--- config.mk ---
export PLATFORM = sky130hd
export DESIGN_NAME = hostbus_port
export DESIGN_NICKNAME = d
export VERILOG_FILES = /design/src/rtl/hostbus_pkg.sv /design/src/rtl/hostbus_sync.sv /design/src/rtl/hostbus_decode.sv /design/src/rtl/hostbus_chanregs.sv /design/src/rtl/hostbus_port.sv
export SDC_FILE = /design/constraint.sdc
export NUM_CORES = 2
export LEC_CHECK = 0
export BUFFER_PORTS_ARGS = -buffer_cell sky130_fd_sc_hd__buf_2
export CORE_MARGIN = 2
export CORE_UTILIZATION = 35
export DETAILED_ROUTE_END_ITERATION = 8
export PLACE_DENSITY = 0.5
export SLEW_MARGIN = 40
export SYNTH_ARGS = -nofsm -noshare
export SYNTH_HDL_FRONTEND = slang
export SYNTH_SLANG_ARGS = --single-unit
export TNS_END_PERCENT = 10
--- constraint.sdc ---
create_clock -name clk -period 2.7 [get_ports clk]
set_input_delay 0.405 -clock clk [delete_from_list [all_inputs] [get_ports clk]]
set_output_delay 0.405 -clock clk [all_outputs]
set_load 0.02 [all_outputs]
--- src/rtl/hostbus_pkg.sv ---
// Package: shared types and map helpers for the host bus port.
// Assumes the special locations sit at the top of each channel map.
package hostbus_pkg;

    typedef enum logic {
        ACC_READ  = 1'b0,
        ACC_WRITE = 1'b1
    } acc_kind_e;

    // Index of the status location for a given address width.
    function automatic int unsigned stat_index(input int unsigned aw);
        return (32'd1 << aw) - 32'd1;
    endfunction

    // Index of the interrupt mask location for a given address width.
    function automatic int unsigned mask_index(input int unsigned aw);
        return (32'd1 << aw) - 32'd2;
    endfunction

endpackage

--- src/rtl/hostbus_sync.sv ---
// Two-flop synchronizer for a bundle of asynchronous host pins.
// Assumes each bit is independent; the reset value is a parameter, so
// active-low strobes can rest inactive (high) during reset.
module hostbus_sync #(
    parameter int unsigned W       = 1,
    parameter logic [W-1:0] RST_VAL = '0
) (
    input  logic         clk,
    input  logic         rst_n,
    input  logic [W-1:0] d,
    output logic [W-1:0] q
);
    logic [W-1:0] meta_q;

    // Two register stages toward the clock domain.
    always_ff @(posedge clk) begin
        if (!rst_n) begin
            meta_q <= RST_VAL;
            q      <= RST_VAL;
        end else begin
            meta_q <= d;
            q      <= meta_q;
        end
    end
endmodule

--- src/rtl/hostbus_decode.sv ---
// Strobe decoder: turns the synchronized host pins into a one-cycle
// write pulse with captured address, data and channel set, and into a
// live read enable and read address.
// Assumes the host holds address and data for 4 or more clocks after each strobe edge.
module hostbus_decode
    import hostbus_pkg::*;
#(
    parameter int unsigned NCH = 4,
    parameter int unsigned AW  = 5,
    parameter int unsigned DW  = 8,
    localparam int unsigned IW = (NCH > 1) ? $clog2(NCH) : 1
) (
    input  logic           clk,
    input  logic           rst_n,
    input  logic           motorola,
    input  logic           muxed,
    input  logic           rd_s_n,
    input  logic           wr_s_n,
    input  logic           ale_s,
    input  logic [NCH-1:0] cs_s_n,
    input  logic [AW-1:0]  addr,
    input  logic [DW-1:0]  d_in,
    output logic           wr_pulse,
    output logic [NCH-1:0] wr_sel,
    output logic [AW-1:0]  wr_addr,
    output logic [DW-1:0]  wr_data,
    output logic           rd_en,
    output logic [IW-1:0]  rd_idx,
    output logic [AW-1:0]  rd_addr
);
    logic          strobe_act;
    acc_kind_e     cur_kind;
    logic          act_q;
    acc_kind_e     kind_q;
    logic [NCH-1:0] sel_q;
    logic [AW-1:0] addr_q;
    logic [AW-1:0] ale_addr_q;
    logic [AW-1:0] waddr_q;
    logic [DW-1:0] wdata_q;
    logic          ale_q;
    logic [AW-1:0] cur_addr;

    // Interpret the strobe pins according to the bus style strap.
    always_comb begin
        if (motorola) begin
            strobe_act = !rd_s_n;
            cur_kind   = wr_s_n ? ACC_READ : ACC_WRITE;
        end else begin
            strobe_act = !rd_s_n || !wr_s_n;
            cur_kind   = !wr_s_n ? ACC_WRITE : ACC_READ;
        end
    end

    assign cur_addr = muxed ? ale_addr_q : addr_q;

    // Register the address bus and latch the multiplexed address on ALE rise.
    always_ff @(posedge clk) begin
        if (!rst_n) begin
            addr_q     <= '0;
            ale_addr_q <= '0;
            ale_q      <= 1'b0;
        end else begin
            addr_q <= addr;
            ale_q  <= ale_s;
            if (muxed && ale_s && !ale_q) begin
                ale_addr_q <= d_in[AW-1:0];
            end
        end
    end

    // Track the strobe and capture the access while it is active.
    always_ff @(posedge clk) begin
        if (!rst_n) begin
            act_q   <= 1'b0;
            kind_q  <= ACC_READ;
            sel_q   <= '0;
            waddr_q <= '0;
            wdata_q <= '0;
        end else begin
            act_q <= strobe_act;
            if (strobe_act) begin
                kind_q  <= cur_kind;
                sel_q   <= ~cs_s_n;
                waddr_q <= cur_addr;
                wdata_q <= d_in;
            end
        end
    end

    assign wr_pulse = act_q && !strobe_act && (kind_q == ACC_WRITE) && (|sel_q);
    assign wr_sel   = sel_q;
    assign wr_addr  = waddr_q;
    assign wr_data  = wdata_q;
    assign rd_en    = strobe_act && (cur_kind == ACC_READ) && (cs_s_n != '1);
    assign rd_addr  = cur_addr;

    // Pick the lowest-numbered selected channel as the read source.
    always_comb begin
        rd_idx = '0;
        for (int k = NCH - 1; k >= 0; k--) begin
            if (!cs_s_n[k]) begin
                rd_idx = IW'(k);
            end
        end
    end
endmodule

--- src/rtl/hostbus_chanregs.sv ---
// One channel's register file: general control locations, an
// interrupt mask and write-one-to-clear latched status flags.
// Assumes cond is already in the clock domain.
module hostbus_chanregs
    import hostbus_pkg::*;
#(
    parameter int unsigned AW = 5,
    parameter int unsigned DW = 8,
    localparam int unsigned NGEN = mask_index(AW),
    localparam logic [AW-1:0] STAT_A = AW'(stat_index(AW)),
    localparam logic [AW-1:0] MASK_A = AW'(mask_index(AW))
) (
    input  logic          clk,
    input  logic          rst_n,
    input  logic          wr_en,
    input  logic [AW-1:0] wr_addr,
    input  logic [DW-1:0] wr_data,
    input  logic [AW-1:0] rd_addr,
    input  logic [DW-1:0] cond,
    output logic [DW-1:0] rd_data,
    output logic          irq,
    output logic          mask_any
);
    logic [DW-1:0] gen_q [NGEN];
    logic [DW-1:0] mask_q;
    logic [DW-1:0] stat_q;
    logic [DW-1:0] cond_q;
    logic [DW-1:0] set_evt;
    logic [DW-1:0] clr_bits;

    assign set_evt  = cond | (cond_q & ~cond);
    assign clr_bits = (wr_en && wr_addr == STAT_A) ? wr_data : '0;

    // General control locations and the mask, written by the host.
    always_ff @(posedge clk) begin
        if (!rst_n) begin
            for (int i = 0; i < int'(NGEN); i++) gen_q[i] <= '0;
            mask_q <= '0;
        end else if (wr_en) begin
            if (wr_addr == MASK_A) begin
                mask_q <= wr_data;
            end else if (wr_addr != STAT_A) begin
                gen_q[wr_addr] <= wr_data;
            end
        end
    end

    // Status latch: set on condition level or fall, clear on write-one.
    always_ff @(posedge clk) begin
        if (!rst_n) begin
            stat_q <= '0;
            cond_q <= '0;
        end else begin
            cond_q <= cond;
            stat_q <= (stat_q & ~clr_bits) | set_evt;
        end
    end

    // Read multiplexer over the channel's map.
    always_comb begin
        if (rd_addr == STAT_A)      rd_data = stat_q;
        else if (rd_addr == MASK_A) rd_data = mask_q;
        else                        rd_data = gen_q[rd_addr];
    end

    assign irq      = |(stat_q & mask_q);
    assign mask_any = |mask_q;
endmodule

--- src/rtl/hostbus_port.sv ---
// Top of the host parallel bus port: synchronizes the host pins,
// decodes accesses and routes them to one register file per channel.
// Assumes the straps are steady during an access; data pins are split
// into input, output and enable at the pad boundary.
module hostbus_port #(
    parameter int unsigned NCH = 4,
    parameter int unsigned AW  = 5,
    parameter int unsigned DW  = 8,
    localparam int unsigned IW = (NCH > 1) ? $clog2(NCH) : 1
) (
    input  logic             clk,
    input  logic             rst_n,
    input  logic             bus_motorola,
    input  logic             bus_muxed,
    input  logic             rd_ds_n,
    input  logic             wr_rw_n,
    input  logic             ale_as,
    input  logic [NCH-1:0]   cs_n,
    input  logic [AW-1:0]    addr,
    input  logic [DW-1:0]    d_in,
    output logic [DW-1:0]    d_out,
    output logic             d_oe,
    input  logic [NCH*DW-1:0] cond_in,
    output logic             irq_drive_low
);
    localparam int unsigned SW = NCH + 3;

    logic [SW-1:0]  pins_raw;
    logic [SW-1:0]  pins_s;
    logic           wr_pulse;
    logic [NCH-1:0] wr_sel;
    logic [AW-1:0]  wr_addr;
    logic [DW-1:0]  wr_data;
    logic           rd_en;
    logic [IW-1:0]  rd_idx;
    logic [AW-1:0]  rd_addr;
    logic [DW-1:0]  chan_rd [NCH];
    logic [NCH-1:0] chan_irq;
    logic [NCH-1:0] mask_any;

    assign pins_raw = {ale_as, wr_rw_n, rd_ds_n, cs_n};

    hostbus_sync #(
        .W(SW),
        .RST_VAL({1'b0, {(SW - 1){1'b1}}})
    ) i_sync (
        .clk   (clk),
        .rst_n (rst_n),
        .d     (pins_raw),
        .q     (pins_s)
    );

    hostbus_decode #(.NCH(NCH), .AW(AW), .DW(DW)) i_decode (
        .clk      (clk),
        .rst_n    (rst_n),
        .motorola (bus_motorola),
        .muxed    (bus_muxed),
        .rd_s_n   (pins_s[NCH]),
        .wr_s_n   (pins_s[NCH+1]),
        .ale_s    (pins_s[NCH+2]),
        .cs_s_n   (pins_s[NCH-1:0]),
        .addr     (addr),
        .d_in     (d_in),
        .wr_pulse (wr_pulse),
        .wr_sel   (wr_sel),
        .wr_addr  (wr_addr),
        .wr_data  (wr_data),
        .rd_en    (rd_en),
        .rd_idx   (rd_idx),
        .rd_addr  (rd_addr)
    );

    for (genvar k = 0; k < int'(NCH); k++) begin : g_chan
        hostbus_chanregs #(.AW(AW), .DW(DW)) i_regs (
            .clk      (clk),
            .rst_n    (rst_n),
            .wr_en    (wr_pulse && wr_sel[k]),
            .wr_addr  (wr_addr),
            .wr_data  (wr_data),
            .rd_addr  (rd_addr),
            .cond     (cond_in[k*DW +: DW]),
            .rd_data  (chan_rd[k]),
            .irq      (chan_irq[k]),
            .mask_any (mask_any[k])
        );
    end

    assign d_oe          = rd_en;
    assign d_out         = rd_en ? chan_rd[rd_idx] : '0;
    assign irq_drive_low = |chan_irq;
endmodule

==> impl_metrics.toml <==
[die]
fp.dieArea_um2 = 155000
die_x_um = 394
start_util_pct = 35.2
rows = 143
die_height_um = 394
num_io_pins = 66
coreArea_um2 = 152000

[worst_setup_path]
cp.required_ns = 2.30
end_kind = "primary output"
arrival_ns = 3.89
critPathKind = "flip-flop to primary output"
crit_path_max_fanout = 8
start_kind = "flip-flop"

[synthesis]
syn_area_um2 = 53300
yosys_register_bits = 1164
ys_async_sr_fraction_pct = 0
ys_types = 67
synth_warnings = 0
netlist_instances = 4706
seq_area_frac_synth_pct = 62.9
synth_edf_count = 1024
ys.flop_type = "edfxtp_1"
postSynthAreaPerCell_um2 = 11.3

[clock_tree]
clock_latency_ns = 0.79
clockBufferDepth = 3
cts_inserted_buffers = 135
clockRootBuffer = "clkbuf_16"
cts_tree = "done"
h-tree-depth = 4
clk_pin_slew_ns = 0.06
numClockSinks = 1164

[placed_design]
dp_cells = 7163
port_buffers = 65
post-dp-hpwl_um = 133000
place.gp.congestion = 0.947

[timing]
final_max_slew_viol_count = 0
tightestPinTransition_ns = 0.853
setup_viol = 9
period_share_pct = 159
finalCriticalPeriod_ns = 4.30
finClkSkew_ns = 0.0337
setup_ws_ns = -1.60
hold_viol = 0
setup_tns_ns = -12.62
rsz0062_at_grt = "true"
max-slew-margin-rel_pct = 43.0
max_freq_ghz = 0.233

[route]
ant_nets = 0
drt_wl_total_um = 197000
dr.pass1.iters = 6
dr_total_vias = 39604
first_iter_violations = 4295
avgViaCountPerCell = 5.29
drcViolationCount = 0
wl_per_cell_um = 26.3

[finish]
nets = 5407
multi_input_area_um2 = 19600
regArea_um2 = 33600
final_layout_size_suffix_gt1_share_pct = 20.8
stdcell_count = 7488
final_common_cell = "edfxtp_1"
syn_to_final_growth_pct = 26.4
fill_cells = 14061
mostFrequentLayoutCells = "edfxtp_1 (1,024), and2_1 (1,004), nand2_1 (789)"
post-route-util_pct = 44.5

[status]
violations = "negative setup slack"
status = "complete, but fails checks"

[grt]
grt-ovfl-total = 0
grt_usage_pct = 24.8
grt_max_degree = 96
first_global_vias = 38283
antenna_found_initial = 6
grt_pass1_wl_um = 280000

[job]
drv_cap = 0

[worst_hold_path]
min_path_type = "primary input to flip-flop"

[pwr]
p_per_area_nw_per_um2 = 629
p_leak_uw = 0.0255
max-vdd-ir-drop_mv = 0.636
fin_total_pwr_uw = 42400
## timing repair
item | in CTS | in global routing
endpoints found under the hold margin | 90 | 0
hold buffers | 53 | 0
endpoints found under the setup margin | 9 | 11
resized for setup | 98 | 126
setup buffers | 8 | 13
pin swaps | 14 | 30
cloned | 2 | 8
## worst paths after layout
path | slack, ns | depth (start not counted) | startpoint | end
setup / recovery | -1.60 | 13 | i_decode.ale_addr_q[0] | d_out[1]
hold / removal | 0.11 | 4 | bus_motorola | i_decode.kind_q
setup reg to reg | 0.11 | 7 | i_sync.q[5] | g_chan[0].i_regs.gen_q[6][0]
hold reg to reg | 0.42 | 1 | i_sync.meta_q[2] | i_sync.q[2]
## metal layers
layer	vias up	GRT usage, %	routed length [um]
met4	2	7.89	6470
met3	278	3.83	14100
met2	1514	38.9	89900
met5	-	0	13
met1	19873	35.1	86500
li1	17937	-	-
## cell type report
| type | count | area share, % |
|---|---|---|
| timing repair buffer | 811 | 10.9 |
| sequential | 1164 | 49.9 |
| antenna | 3 | 0.0111 |
| inverter | 8 | 0.0446 |
| multi-input combinational | 3231 | 29.1 |
| tap | 2030 | 3.77 |
| clock inverter | 64 | 0.841 |
| clock buffer | 177 | 5.44 |
## logic make-up (layout without fill, tap and decap cells)
family          count (synthesis)  count (layout)  synth area share [%]
simple gates                 2292            2292                  22.0
flops                        1164            1164                  62.9
compound gates                750             750                  9.07
buf+inv                       376            1060                  2.93
mux                           123             125                  3.04
other cells                     1              67               0.00703
## power by group
group / internal (uW) / leakage (uW) / switching [uW] / total, uW
Clock: 10300 / 0.00207 / 7620 / 17900
Combinational: 1510 / 0.0117 / 2420 / 3920
Sequential: 20200 / 0.0117 / 359 / 20500
## cells in the mapped netlist (27+ instances only)
master    instances  share of area, %
buf_1            27              0.19
dfxtp_1         140               5.3
a21boi_0         40              0.56
o221ai_1         37              0.61
a21oi_1         224               2.1
a31oi_1          60              0.70
nor2b_1          42              0.49
nor2_1          152               1.1
mux2i_1          89               1.7
edfxtp_1       1024                58
buf_2            78              0.73
o21ai_0         169               1.6
and2_1         1004                12
o31a_1           34              0.56
mux4_2           29               1.2
nand3_1         198               1.9
clkbuf_1        255               1.8
nand2_1         789               5.6
## per-stage QoR
| step | setup slack [ns] | cell area (um2) | hold WS (ns) |
|---|---|---|---|
| 2_1_floorplan | -0.218 | 53600 | 0.386 |
| 6_report | -1.60 | 67400 | 0.115 |
| 3_3_place_gp | -1.87 | 61100 | 0.395 |
| 3_5_place_dp | -1.66 | 61100 | 0.391 |
| 5_1_grt | -1.64 | 67400 | 0.133 |
| 4_1_cts | -1.72 | 66500 | 0.0588 |
## sequential cells by signal, indices dropped and copies added, names as in the netlist
signal and cells:
i_decode.wr_data 8, i_sync.meta_q 7, i_decode.ale_q 1, g_chan.i_regs.mask_q 32
i_decode.wr_sel 4, g_chan.i_regs.gen_q 1024, g_chan.i_regs.stat_q 32, i_decode.act_q 1
g_chan.i_regs.cond_q 32, i_decode.addr_q 5, i_decode.wr_addr 5, i_decode.kind_q 1
i_decode.ale_addr_q 5, i_sync.q 7
## worst max-delay path, stage by stage, from the launching register on
cell	delay, ns
dfxtp_4	0.40
mux2_8	0.39
buf_12	0.18
buf_12	0.14
buf_12	0.13
mux2i_4	0.17
o22ai_2	0.13
a311oi_2	0.29
buf_4	0.19
a211oi_2	0.04
a221oi_2	0.37
o21ai_1	0.10
a211o_1	0.36
buf_6	0.17
Power figures use the tool's default switching activity.
